## src/rtl/pc_seq.sv

```systemverilog
module pc_seq #(
  parameter int TGT_W       = 13,
  parameter int BANK_W      = 2,
  parameter int BANK_LSB    = 5,
  parameter int PAGE_W      = 8,
  parameter int STACK_DEPTH = 8,
  parameter int NIRQ        = 3
) (
  input  logic                      clk,
  input  logic                      rst_n,
  input  logic [2:0]                op,
  input  logic [TGT_W-1:0]          tgt,
  input  logic [PAGE_W-1:0]         pcl_data,
  input  logic [7:0]                bank_ptr,
  input  logic [NIRQ-1:0]           irq_req,
  input  logic [NIRQ-1:0]           irq_en,
  output logic [BANK_W+TGT_W-1:0]   fetch_addr,
  output logic                      dummy,
  output logic                      stk_full
);
  localparam int AW   = BANK_W + TGT_W;
  localparam int SP_W = $clog2(STACK_DEPTH + 1);
  localparam int IX_W = $clog2(STACK_DEPTH);

  localparam logic [2:0] OP_SKIP = 3'd1, OP_PCLW = 3'd2, OP_JMP = 3'd3,
                         OP_CALL = 3'd4, OP_RET = 3'd5;

  logic [AW-1:0]   pc, pc_nx, inc, push_val, vec;
  logic [AW-1:0]   stk [STACK_DEPTH];
  logic [SP_W-1:0] sp, sp_m1;
  logic            empty, take_irq, do_push, do_pop, dum_nx;
  logic [NIRQ-1:0] pend;

  assign inc      = pc + AW'(1);
  assign sp_m1    = sp - SP_W'(1);
  assign stk_full = (sp == SP_W'(STACK_DEPTH));
  assign empty    = (sp == '0);
  assign pend     = irq_req & irq_en;
  assign take_irq = (|pend) && !stk_full;
  assign push_val = inc;

  always_comb begin
    vec = '0;
    for (int i = NIRQ - 1; i >= 0; i--)
      if (pend[i]) vec = AW'((i + 1) * 4);
  end

  always_comb begin
    pc_nx   = inc;
    dum_nx  = 1'b1;
    do_push = 1'b0;
    do_pop  = 1'b0;
    if (take_irq) begin
      pc_nx   = vec;
      do_push = 1'b1;
    end else begin
      case (op)
        OP_SKIP: pc_nx = pc + AW'(2);
        OP_PCLW: pc_nx = {pc[AW-1:PAGE_W], pcl_data};
        OP_JMP:  pc_nx = {bank_ptr[BANK_LSB +: BANK_W], tgt};
        OP_CALL: begin
          pc_nx   = {bank_ptr[BANK_LSB +: BANK_W], tgt};
          do_push = !stk_full;
        end
        OP_RET: begin
          pc_nx  = empty ? '0 : stk[sp_m1[IX_W-1:0]];
          do_pop = !empty;
        end
        default: dum_nx = 1'b0;
      endcase
    end
  end

  always_ff @(posedge clk) begin
    if (!rst_n) begin
      pc    <= '0;
      dummy <= 1'b0;
      sp    <= '0;
    end else begin
      pc    <= pc_nx;
      dummy <= dum_nx;
      if (do_push)     sp <= sp + SP_W'(1);
      else if (do_pop) sp <= sp_m1;
    end
  end

  always_ff @(posedge clk)
    if (rst_n && do_push) stk[sp[IX_W-1:0]] <= push_val;

  assign fetch_addr = pc;
endmodule

```

## config.mk

```make
export PLATFORM = sky130hd
export DESIGN_NAME = pc_seq
export DESIGN_NICKNAME = d
export VERILOG_FILES = /design/src/rtl/pc_seq.sv
export SDC_FILE = /design/constraint.sdc
export NUM_CORES = 1
export LEC_CHECK = 0
export ABC_AREA = 1
export BUFFER_PORTS_ARGS = -buffer_cell sky130_fd_sc_hd__buf_2
export CAP_MARGIN = 20
export CORE_UTILIZATION = 37
export DETAILED_ROUTE_END_ITERATION = 8
export PLACE_DENSITY = 0.61
export SLEW_MARGIN = 20
export SYNTH_ARGS = -nofsm -noshare
export SYNTH_HDL_FRONTEND = slang
export SYNTH_SLANG_ARGS = --single-unit
```

## constraint.sdc

```tcl
create_clock -name clk -period 3.3 [get_ports clk]
set_input_delay 0.66 -clock clk [delete_from_list [all_inputs] [get_ports clk]]
set_output_delay 0.66 -clock clk [all_outputs]
set_load 0.005 [all_outputs]
```

-- Yosys cells after proc, flatten, opt, wreduce, memory -nomap -nowiden
Memories as Yosys holds them, arrays and structs flattened.
Index checks and enable logic that the tools add are counted.
- add/sub/neg operators: 4
- eq/ne operators: 7
- reduce and logical (&&, ||, !) cells: 9
- multiplexer cells: 16
- bitwise gates (word level): 1
- operators by type and width (cell ; count):
    $mux 15 ; 4
    $pmux 15 s4 ; 1
    $add 15x1->15 const B ; 1
    $add 15x2->15 const B ; 1
    $mux 4 ; 3
    $mux 1 ; 8
    $eq 3x2->1 const B ; 2
    $eq 3x3->1 const B ; 2
    $reduce_or 5->1 ; 1
    $add 4x1->4 const B ; 1
    $eq 4x4->1 const B ; 1
    $logic_not 4->1 ; 1
    $sub 4x1->4 const B ; 1
    $and 3x3->3 ; 1
    $eq 3x1->1 const B ; 1
    $reduce_or 3->1 ; 1
    $logic_and 1x1->1 ; 2
    $logic_not 1->1 ; 2
    $ne 2x2->1 const B ; 1
    $reduce_bool 2->1 ; 1
    $reduce_or 2->1 ; 1
- input bits: 40
- memories kept: 1
- RAM bits: 120
- flip-flop bits (word level): 20
- output and inout bits: 17
- logic and storage cells: 42
- memory list (name ; words ; width ; rd ports ; clocked after memory_dff ; write ports ; RTL line ; RTL):
    stk ; 8 ; 15 ; 1 ; 0 ; 1 ; 29 ; logic [AW-1:0] stk [STACK_DEPTH];

-- Longest topological paths before layout
Gate-level depths: netlist of run 1.
- depth in word-level cells: 7
- gate-level depth with buffers: 16
- mapped depth without buffers: 13

-- Least setup slack after synthesis of run 1
No wires, ideal clock.
- kind: register to register
- start point: reg sp[0]
- end point: mem stk[6][0] (netlist name) (enable)
- setup time: 0.406 ns
- period minus slack after synthesis: 3.267 ns
- path slack: 0.033 ns
- arrival: 2.861 ns
- required time: 2.894 ns
- path buffers: 3
- cell stages (with the launch flop): 13
- cells stage by stage: dfxtp_1 -> buf_2 -> inv_1 -> buf_4 -> buf_2 -> ha_1 -> nand3_4 -> inv_2 -> o21ai_4 -> a21oi_4 -> inv_2 -> nand3_2 -> nor3_1
- cells in the longest elaborated chain, start to end: 7
- elaborated cells between the ends (all ways): 8
- classes of those cells: eq/ne: 1; mux: 4; reduce/logical: 3
- ends and longest elaborated chain (element ; RTL line ; RTL):
    start: declaration ; 30 ; logic [SP_W-1:0] sp, sp_m1;
    start signal: assignment ; 82 ; if (do_push) sp <= sp + SP_W'(1);
    start signal: assignment ; 83 ; else if (do_pop) sp <= sp_m1;
    $eq 4x4->1 (*) ; 36 ; assign stk_full = (sp == SP_W'(STACK_DEPTH));
    net stk_full ; 19 ; output logic stk_full
    $logic_not 1->1 (*) ; 39, 63 ;
    $mux 1 / $logic_and 1x1->1 (equally long branches) ; 57, 39 ;
    $mux 1 (*) ; 53 ; if (take_irq) begin
    $logic_and 1x1->1 (*) ; 88 ; if (rst_n && do_push) stk[sp[IX_W-1:0]] <= push_val;
    $mux 1 (*) ; 88 ;
    $mux 1 (not written as such) (*) ; 88 ;
    end: declaration ; 29 ;
The timed path passes the listed nets; every way through them passes the cells marked *.

-- Worst setup path in the final report of run 1
- start point: reg sp[1]
- end point: mem stk[2][7] (netlist name) (enable)
- cells in the longest elaborated chain, start to end: 7
- elaborated cells between the ends (all ways): 8
- classes of those cells: eq/ne: 1; mux: 4; reduce/logical: 3
- ends and longest elaborated chain (element ; RTL line):
    $eq 4x4->1 ; 36
    $logic_not 1->1 ; 39, 63
    $mux 1 / $logic_and 1x1->1 (equally long branches) ; 57, 39
    $mux 1 ; 53
    $logic_and 1x1->1 ; 88
    $mux 1 ; 88
    $mux 1 (not written as such) ; 88
Several ways; a longest one is shown, not always the timed one.

==> results.sh, run 1 <==
export IMPL_p_int_w=0.00348
export IMPL_clk_latency_ns=0.42
export IMPL_yosysTopAreaCell="edfxtp_1"
export IMPL_ctsHoldBuffers=0
export IMPL_portBuffers=50
export IMPL_drt_total_wl_um=17800
export IMPL_post_cts_buffers=0
export IMPL_cts_sinks=140
export IMPL_grt_max_degree=67
export IMPL_regArea_um2=4010
export IMPL_mappedNetlistArea_um2=6680
export IMPL_drv_cap=0
export IMPL_worstPathRequired_ns=3.41
export IMPL_hold_path_class="input pin to flop"
export IMPL_root_buffer="clkbuf_16"
export IMPL_antenna_found_initial=0
export IMPL_min_period_ns=2.52
export IMPL_num_vias=5135
export IMPL_cts_tree="built"
export IMPL_grt_pass1_vias=4920
export IMPL_top_usage_layer="met2"
export IMPL_rrSetupSlack_ns=0.78
export IMPL_p_seq_frac=0.428
export IMPL_synth_area_per_cell_um2=9.63
export IMPL_pwr_share_clk=0.419
export IMPL_initial_core_util=0.382
export IMPL_dp_hpwl_um=11700
export IMPL_core_region_area_um2=17500
export IMPL_pwr_share_comb=0.152
export IMPL_ys_ff_latch=140
export IMPL_dp_cells=960
export IMPL_drv_slew=0
export IMPL_grtUsageMet1=0.259
export IMPL_synth_commonest_cells="146 x nand2_1, 120 x edfxtp_1, 93 x nor2_1"
export IMPL_fin_tns_setup_ns=0
export IMPL_viasPerCell=5.18
export IMPL_critical_path_class="flop to flop"
export IMPL_die_x_um=136
export IMPL_area_delta_synth_final_pct=17.7
export IMPL_slew_headroom=0.459
export IMPL_synthesis_nets=738
export IMPL_whs_ns=0.535
export IMPL_fmax_mhz=396
export IMPL_num_rows=48
export IMPL_gr_total_overflow=0
export IMPL_finClkSkew_ns=0.00544
export IMPL_fill_cells=1666
export IMPL_drt_wirelength_per_cell_um=18.0
export IMPL_vdd_drop_max_mv=0.365
export IMPL_synthMostInstantiatedCell="nand2_1"
export IMPL_cts_resized=0
export IMPL_synth_edf_count=120
export IMPL_cp_start_kind="flop"
export IMPL_use_met2=0.343
export IMPL_yosysTopAreaCellShare=0.539
export IMPL_setup_viol_count_final=0
export IMPL_p_total_w=0.00475
export IMPL_nNetsFinal=798
export IMPL_switching_share=0.266
export IMPL_multi_input_area_um2=2380
export IMPL_p_per_area_nw_per_um2=604
export IMPL_tightest_slew_ns=0.803
export IMPL_hold_viol=0
export IMPL_synth_ff_type="edfxtp_1"
export IMPL_antenna_left=0
export IMPL_synth_area_top_cells="edfxtp_1 54%, nand2_1 8.2%, dfxtp_1 6.0%, o21ai_0 5.5%, nor2_1 5.2%"
export IMPL_path_clk_slew_ns=0.06
export IMPL_fp_dieArea_um2=18600
export IMPL_drive_above_1_share=0.183
export IMPL_grt_pass1_wl_um=27500
export IMPL_synth_warnings=0
export IMPL_grtUsageMet3=0.0529
export IMPL_drc=0
export IMPL_worstPathMaxFanout=13
export IMPL_cts_path_max_buffers=2
export IMPL_worst_setup_path_end_kind="flop"
export IMPL_antenna_cells=0
export IMPL_postSynth_asyncResetShare=0
export IMPL_netlist_instances=694
export IMPL_leakage_nw=3.05
export IMPL_yosysSeqAreaShare=0.599
export IMPL_fin_crit_sh=0.765
export IMPL_place_congestion=0.918
export IMPL_grt_util_all_layers=0.205
export IMPL_die_h_um=136
export IMPL_first_iter_violations=396
export IMPL_synth_cell_types=40
export IMPL_arrival_ns=2.63
export IMPL_cts_htree_levels=4
export IMPL_status="completed"
export IMPL_fin_cells=992
export IMPL_io_pins=57
export IMPL_rsz0062_at_grt="false"
export IMPL_firstDrtPassIters=5
export IMPL_p_switching_w=0.00126
export IMPL_cts_inserted_buffers=17
through the flow:
step	setup slack (ns)	instance area, um2	util
4_1_cts	0.782	7860	0.450
6_report	0.775	7860	0.450
3_5_place_dp	0.806	7240	0.414
5_1_grt	0.627	7860	0.450
3_3_place_gp	0.855	7240	0.414
2_1_floorplan	0.0330	6680	-
flip-flops by register name, summed over array words and instances (netlist names):
name,count
fetch_addr,15
sp,4
dummy,1
stk,120
cells in the final DEF, fill, tap and decap left out, drive strengths merged, types with 2 or more instances in the layout:
cell / instances
clkinvlp: 2
nand2: 151
inv: 49
edfxtp: 120
clkinv: 4
nor2: 100
buf: 69
or2: 2
o21ai: 82
ha: 4
dfxtp: 20
nand3: 65
clkbuf: 23
a31oi: 2
o22ai: 12
xor2: 6
nor3: 5
bufinv: 3
a21oi: 29
nand4: 11
cells by family (layout without fill, tap and decap cells):
group	count (synthesis)	count (layout)	synth area share
AO/OA/AOI/OAI	130	130	0.107
XOR/XNOR	7	7	0.00918
adder cells (fa/ha/maj)	4	4	0.00749
buffers and inverters	77	150	0.0494
flip-flops	140	140	0.599
AND/OR/NAND/NOR	336	336	0.227
worst paths after layout:
| kind | from | to | cells past startpoint |
|---|---|---|---|
| max | sp[1]$_SDFFE_PN0P_ | stk[2][7]$_DFFE_PP_ | 10 |
| min | rst_n | sp[3]$_SDFFE_PN0P_ | 3 |
| max reg2reg | sp[1]$_SDFFE_PN0P_ | stk[2][7]$_DFFE_PP_ | 10 |
| min reg2reg | fetch_addr[12]$_SDFFE_PN0P_ | fetch_addr[12]$_SDFFE_PN0P_ | 2 |
area by class of cell:
class                           instances  share of cell area
Inverter                               49              0.0234
Clock buffer                           23              0.0621
Multi-Input combinational cell        477               0.302
Timing Repair Buffer                   69              0.0500
Clock inverter                          9              0.0173
Tap cell                              225              0.0358
Sequential cell                       140               0.509
power groups by stage:
stage,clock network [W],logic [W],registers [W]
global route,0.00209,0.000809,0.00204
global placement,0,0.000715,0.00207
floorplan,0,0.000488,0.00206
finish,0.00199,0.000723,0.00203
CTS,0.00202,0.000728,0.00203
detailed placement,0,0.000723,0.00207
worst max-delay path, cell delays in order (launching register included):
cell,delay [ns]
dfxtp_1,0.39
inv_1,0.16
ha_1,0.29
nand3_4,0.14
inv_2,0.06
o21ai_4,0.27
a21oi_4,0.09
inv_2,0.09
nand3_2,0.11
nor2_1,0.28
buf_4,0.31
per-layer routing:
layer | vias to the layer above | part of all wire
li1 | 2522 | -
met1 | 2468 | 0.45
met2 | 126 | 0.49
met3 | 19 | 0.047
met4 | 0 | 0.014
met5 | - | 0
(Power assumes the default switching activity.)
==> run 2, diff against run 1 <==
--- a/config.mk
+++ b/config.mk
@@ -10,7 +10,7 @@
 export CAP_MARGIN = 20
 export CORE_UTILIZATION = 37
 export DETAILED_ROUTE_END_ITERATION = 8
-export PLACE_DENSITY = 0.61
+export PLACE_DENSITY = 0.59
 export SLEW_MARGIN = 20
 export SYNTH_ARGS = -nofsm -noshare
 export SYNTH_HDL_FRONTEND = slang
==> constraint.sdc (replaced) <==
create_clock -name clk -period 2.6 [get_ports clk]
set_input_delay 0.52 -clock clk [delete_from_list [all_inputs] [get_ports clk]]
set_output_delay 0.52 -clock clk [all_outputs]
set_load 0.005 [all_outputs]
==> results.sh, run 2 (synthesized netlist as in run 1, its figures left out) <==
export IMPL_status="completed"
export IMPL_finClkSkew_ns=0.0140
export IMPL_hold_viol=0
export IMPL_antenna_cells=0
export IMPL_arrival_ns=2.44
export IMPL_tightest_slew_ns=0.754
export IMPL_clk_latency_ns=0.43
export IMPL_rrSetupSlack_ns=0.26
export IMPL_grt_util_all_layers=0.206
export IMPL_crit_path_start="sp[1]$_SDFFE_PN0P_"
export IMPL_fin_ws_ns=0.257
export IMPL_leakage_nw=3.09
export IMPL_setup_viol_count_final=0
export IMPL_worst_setup_path_end_kind="flop"
export IMPL_vdd_drop_max_mv=0.555
export IMPL_reg2reg_to="stk[7][10]$_DFFE_PP_"
export IMPL_worstPathMaxFanout=15
export IMPL_drt_total_wl_um=18000
export IMPL_p_per_area_nw_per_um2=752
export IMPL_grt_max_degree=67
export IMPL_worstPathRequired_ns=2.70
export IMPL_path_clk_slew_ns=0.06
export IMPL_ctsHoldBuffers=0
export IMPL_portBuffers=50
export IMPL_min_period_ns=2.34
export IMPL_num_rows=48
export IMPL_rsz0062_at_grt="false"
export IMPL_first_iter_violations=513
export IMPL_cts_tree="built"
export IMPL_die_x_um=136
export IMPL_drive_above_1_share=0.189
export IMPL_num_vias=5286
export IMPL_nNetsFinal=804
export IMPL_firstDrtPassIters=5
export IMPL_post_cts_buffers=0
export IMPL_cts_inserted_buffers=17
export IMPL_fill_cells=1635
export IMPL_final_cell_mix="146 x nand2_1, 120 x edfxtp_1, 90 x nor2_1"
export IMPL_grt_pass1_wl_um=27400
export IMPL_root_buffer="clkbuf_16"
export IMPL_p_total_w=0.00595
export IMPL_drv_slew=0
export IMPL_slew_headroom=0.497
export IMPL_fmax_mhz=427
export IMPL_largest_reg_flops=120
export IMPL_endpoint="stk[7][10]$_DFFE_PP_"
export IMPL_critical_path_class="flop to flop"
export IMPL_cts_htree_levels=4
export IMPL_cp_start_kind="flop"
export IMPL_antenna_found_initial=0
export IMPL_layout_commonest_cell="nand2_1"
export IMPL_place_congestion=0.883
export IMPL_viasPerCell=5.30
export IMPL_grt_pass1_vias=4865
export IMPL_fin_crit_sh=0.901
export IMPL_area_delta_synth_final_pct=18.5
export IMPL_cts_path_max_buffers=2
export IMPL_r2r_cells=10
export IMPL_hold_path_class="input pin to flop"
export IMPL_drv_cap=0
export IMPL_place_worst_setup_slack_ns=0.274
export IMPL_dp_hpwl_um=12100
export IMPL_initial_core_util=0.382
export IMPL_cts_sinks=140
export IMPL_antenna_left=0
export IMPL_die_h_um=136
export IMPL_drt_wirelength_per_cell_um=18.1
export IMPL_core_region_area_um2=17500
export IMPL_whs_ns=0.401
export IMPL_drc=0
export IMPL_fp_dieArea_um2=18600
export IMPL_cts_resized=0
export IMPL_io_pins=57
export IMPL_gr_total_overflow=0
export IMPL_reg2reg_from="sp[1]$_SDFFE_PN0P_"
export IMPL_fin_tns_setup_ns=0
run 2: cell count changes in the layout (fill, tap and decap cells not counted), sizes merged:
cell	delta
clkinv	+4
buf	+6
inv	+1
clkbuf	-5
run 2: final cells by class:
| cell class | count | area (um2) | share of cell area |
|---|---|---|---|
| tap | 225 | 282 | 0.0355 |
| inverter | 49 | 189 | 0.0239 |
| timing repair buffer | 75 | 438 | 0.0553 |
| clock buffer | 18 | 429 | 0.0542 |
| sequential | 140 | 4010 | 0.506 |
| clock inverter | 14 | 151 | 0.0191 |
| multi-input combinational | 477 | 2430 | 0.306 |
run 2: worst max-delay path, stage by stage, from the launching register on:
cell	delay [ns]
dfxtp_1	0.39
inv_1	0.18
ha_4	0.23
nand3_4	0.13
inv_4	0.05
o21ai_4	0.17
a21oi_4	0.07
inv_2	0.10
nand2_4	0.11
nor4_4	0.26
buf_4	0.32
run 2: metrics by stage:
step / instance area (um2) / cells / util
2_1_floorplan: 6790 / 694 / -
6_report: 7920 / 998 / 0.453
3_5_place_dp: 7340 / 966 / 0.420
5_1_grt: 7920 / 998 / 0.453
4_1_cts: 7920 / 998 / 0.453
3_3_place_gp: 7340 / 966 / 0.420
run 2: worst min-delay path by stage:
stage	start	endpoint	slack (ns)	cells past startpoint
floorplan	fetch_addr[14]$_SDFFE_PN0P_	fetch_addr[14]$_SDFFE_PN0P_	0.50	2
global placement	fetch_addr[14]$_SDFFE_PN0P_	fetch_addr[14]$_SDFFE_PN0P_	0.50	2
detailed placement	fetch_addr[14]$_SDFFE_PN0P_	fetch_addr[14]$_SDFFE_PN0P_	0.51	2
CTS	rst_n	sp[3]$_SDFFE_PN0P_	0.39	3
global route	rst_n	sp[3]$_SDFFE_PN0P_	0.40	3
finish	rst_n	sp[3]$_SDFFE_PN0P_	0.40	3
run 2: per-layer routing:
metal,GRT usage,up-vias,wire [um]
met5,0,-,0
met4,0.0796,0,401
met3,0.0433,30,1420
met2,0.311,199,8260
met1,0.289,2519,7970
li1,-,2538,-
run 2: power breakdown:
part / total (W) / switching, W / internal (W) / leakage (nW)
logic: 0.000955 / 0.000652 / 0.000303 / 1.54
clock network: 0.00241 / 0.000925 / 0.00149 / 0.278
registers: 0.00258 / 0.0000494 / 0.00254 / 1.28
==> run 3, diff against run 2 <==
--- a/config.mk
+++ b/config.mk
@@ -8,9 +8,11 @@
 export ABC_AREA = 1
 export BUFFER_PORTS_ARGS = -buffer_cell sky130_fd_sc_hd__buf_2
 export CAP_MARGIN = 20
+export CELL_PAD_IN_SITES_DETAIL_PLACEMENT = 2
+export CELL_PAD_IN_SITES_GLOBAL_PLACEMENT = 2
 export CORE_UTILIZATION = 37
 export DETAILED_ROUTE_END_ITERATION = 8
-export PLACE_DENSITY = 0.59
+export PLACE_DENSITY = 0.83
 export SLEW_MARGIN = 20
 export SYNTH_ARGS = -nofsm -noshare
 export SYNTH_HDL_FRONTEND = slang
==> results.sh, run 3 (synthesized netlist as in run 1, its figures left out) <==
export IMPL_worstPathMaxFanout=12
export IMPL_area_delta_synth_final_pct=19.4
export IMPL_rsz0062_at_grt="false"
export IMPL_cts_sinks=140
export IMPL_hold_end="fetch_addr[6]$_SDFF_PP0_"
export IMPL_die_h_um=136
export IMPL_reg2reg_to="stk[2][9]$_DFFE_PP_"
export IMPL_p_per_area_nw_per_um2=745
export IMPL_initial_core_util=0.382
export IMPL_root_buffer="clkbuf_16"
export IMPL_grtUsageMet3=0.0451
export IMPL_grt_util_all_layers=0.278
export IMPL_grt_pass1_vias=6243
export IMPL_die_x_um=136
export IMPL_worst_setup_path_end_kind="flop"
export IMPL_drv_slew=0
export IMPL_portBuffers=50
export IMPL_cts_htree_levels=4
export IMPL_cp_start_kind="flop"
export IMPL_fill_cells=1855
export IMPL_hold_path_class="input pin to flop"
export IMPL_cts_inserted_buffers=17
export IMPL_crit_path_cell_trace="inv_1 -> ha_4 -> nand3_4 -> inv_4 -> o21ai_4 -> a21oi_4 -> inv_2 -> nand3_2 -> nor2_2 -> buf_12"
export IMPL_fin_crit_sh=0.944
export IMPL_drt_total_wl_um=24000
export IMPL_placed_cell_area_um2=7420
export IMPL_drt_wirelength_per_cell_um=24.0
export IMPL_firstDrtPassIters=4
export IMPL_worst_path_buf_inv=4
export IMPL_gr_total_overflow=0
export IMPL_drv_cap=0
export IMPL_cp_top_family="simple AND/OR/NAND/NOR gates"
export IMPL_first_iter_violations=290
export IMPL_dp_cells=969
export IMPL_grtUsageMet1=0.315
export IMPL_clk_latency_ns=0.43
export IMPL_hp_start="tgt[6]"
export IMPL_path_clk_slew_ns=0.06
export IMPL_viasPerCell=5.55
export IMPL_drive_above_1_share=0.196
export IMPL_grt_max_degree=67
export IMPL_fin_ws_ns=0.145
export IMPL_status="completed"
export IMPL_hold_viol=0
export IMPL_antenna_found_initial=0
export IMPL_num_vias=5556
export IMPL_cts_path_max_buffers=2
export IMPL_grt_pass1_wl_um=36400
export IMPL_final_cell_mix="146 x nand2_1, 120 x edfxtp_1, 90 x nor2_1"
export IMPL_tightest_slew_ns=0.779
export IMPL_slew_headroom=0.480
export IMPL_layout_commonest_cell="nand2_1"
export IMPL_reg2reg_from="sp[1]$_SDFFE_PN0P_"
export IMPL_finClkSkew_ns=0.00995
export IMPL_r2r_cells=10
export IMPL_vdd_drop_max_mv=0.513
export IMPL_setup_viol_count_final=0
export IMPL_io_pins=57
export IMPL_drc=0
export IMPL_min_period_ns=2.46
export IMPL_antenna_left=0
export IMPL_holdPathStages=3
export IMPL_fmax_mhz=407
export IMPL_top_usage_layer="met2"
export IMPL_worstPathRequired_ns=2.73
export IMPL_antenna_cells=0
export IMPL_place_worst_setup_slack_ns=0.113
export IMPL_nNetsFinal=807
export IMPL_rrSetupSlack_ns=0.14
export IMPL_leakage_nw=3.11
export IMPL_design_area_um2=7980
export IMPL_num_rows=48
export IMPL_dp_hpwl_um=16700
export IMPL_cts_tree="built"
export IMPL_critical_path_class="flop to flop"
export IMPL_slowest_delay_ns=0.43
export IMPL_core_region_area_um2=17500
export IMPL_fin_cells=1001
export IMPL_use_met2=0.502
export IMPL_place_congestion=0.842
export IMPL_slowest_stage="dfxtp_1"
export IMPL_arrival_ns=2.58
export IMPL_fp_dieArea_um2=18600
export IMPL_largest_reg_flops=120
-- run 3: changes by cell type in the layout (fill, tap and decap cells not counted), sizes merged --
cell,before,now
clkinvlp,2,4
buf,75,78
clkinv,8,2
bufinv,3,0
clkbuf,18,23
inv,50,52
-- run 3: layout make-up --
| cell class | count | area [um2] | area share |
|---|---|---|---|
| Clock buffer | 23 | 489 | 0.0613 |
| Clock inverter | 9 | 61.3 | 0.00768 |
| Inverter | 49 | 189 | 0.0237 |
| Multi-Input combinational cell | 477 | 2430 | 0.304 |
| Sequential cell | 140 | 4010 | 0.502 |
| Tap cell | 225 | 282 | 0.0353 |
| Timing Repair Buffer | 78 | 527 | 0.0660 |
-- run 3: per-layer routing --
layer  wire, um  vias to the layer above
li1           -                     2538
met1       9480                     2836
met2      12700                      129
met3        853                       53
met4        957                        0
met5          0                        -
-- run 3: worst reg2reg max path, cell delays in order (launching register included) --
cell     delay (ns)
dfxtp_1        0.43
inv_1          0.21
ha_4           0.23
nand3_4        0.13
inv_4          0.05
o21ai_4        0.18
a21oi_4        0.08
inv_2          0.12
nand3_2        0.16
nor2_2         0.36
buf_12         0.21
-- run 3: per-stage QoR --
step / utilization / TNS [ns] / hold slack [ns] / total power [W]
final: 0.457 / 0 / 0.428 / 0.00595
after global placement: 0.425 / 0 / 0.521 / 0.00361
after detailed placement: 0.425 / 0 / 0.548 / 0.00371
after CTS: 0.456 / 0 / 0.408 / 0.00601
after floorplan: - / -0.354 / 0.496 / 0.00328
after global routing: 0.457 / 0 / 0.441 / 0.00617
-- run 3: worst max path at each step --
stage,from,end,slack (ns),cells after the start
finish,sp[1]$_SDFFE_PN0P_,stk[2][9]$_DFFE_PP_,0.14,10
global route,sp[1]$_SDFFE_PN0P_,stk[7][0]$_DFFE_PP_,0.03,10
CTS,sp[1]$_SDFFE_PN0P_,stk[7][5]$_DFFE_PP_,0.09,10
detailed placement,sp[1]$_SDFFE_PN0P_,stk[7][4]$_DFFE_PP_,0.11,10
global placement,sp[1]$_SDFFE_PN0P_,stk[7][4]$_DFFE_PP_,0.30,10
floorplan,sp[0]$_SDFFE_PN0P_,stk[7][0]$_DFFE_PP_,-0.02,12
-- run 3: timing repair --
action / CTS / global route
setup endpoints to repair: 0 / 15
endpoints found under the hold margin: 0 / 0
gates resized for setup: 0 / 1
hold buffers: 0 / 0
buffers inserted: 0 / 0
-- run 3: where the power goes --
part | leakage [nW] | switching (W) | internal, W | total, W
registers | 1.28 | 0.0000524 | 0.00254 | 0.00259
logic | 1.57 | 0.000757 | 0.000324 | 0.00108
clock network | 0.262 | 0.000952 | 0.00133 | 0.00228
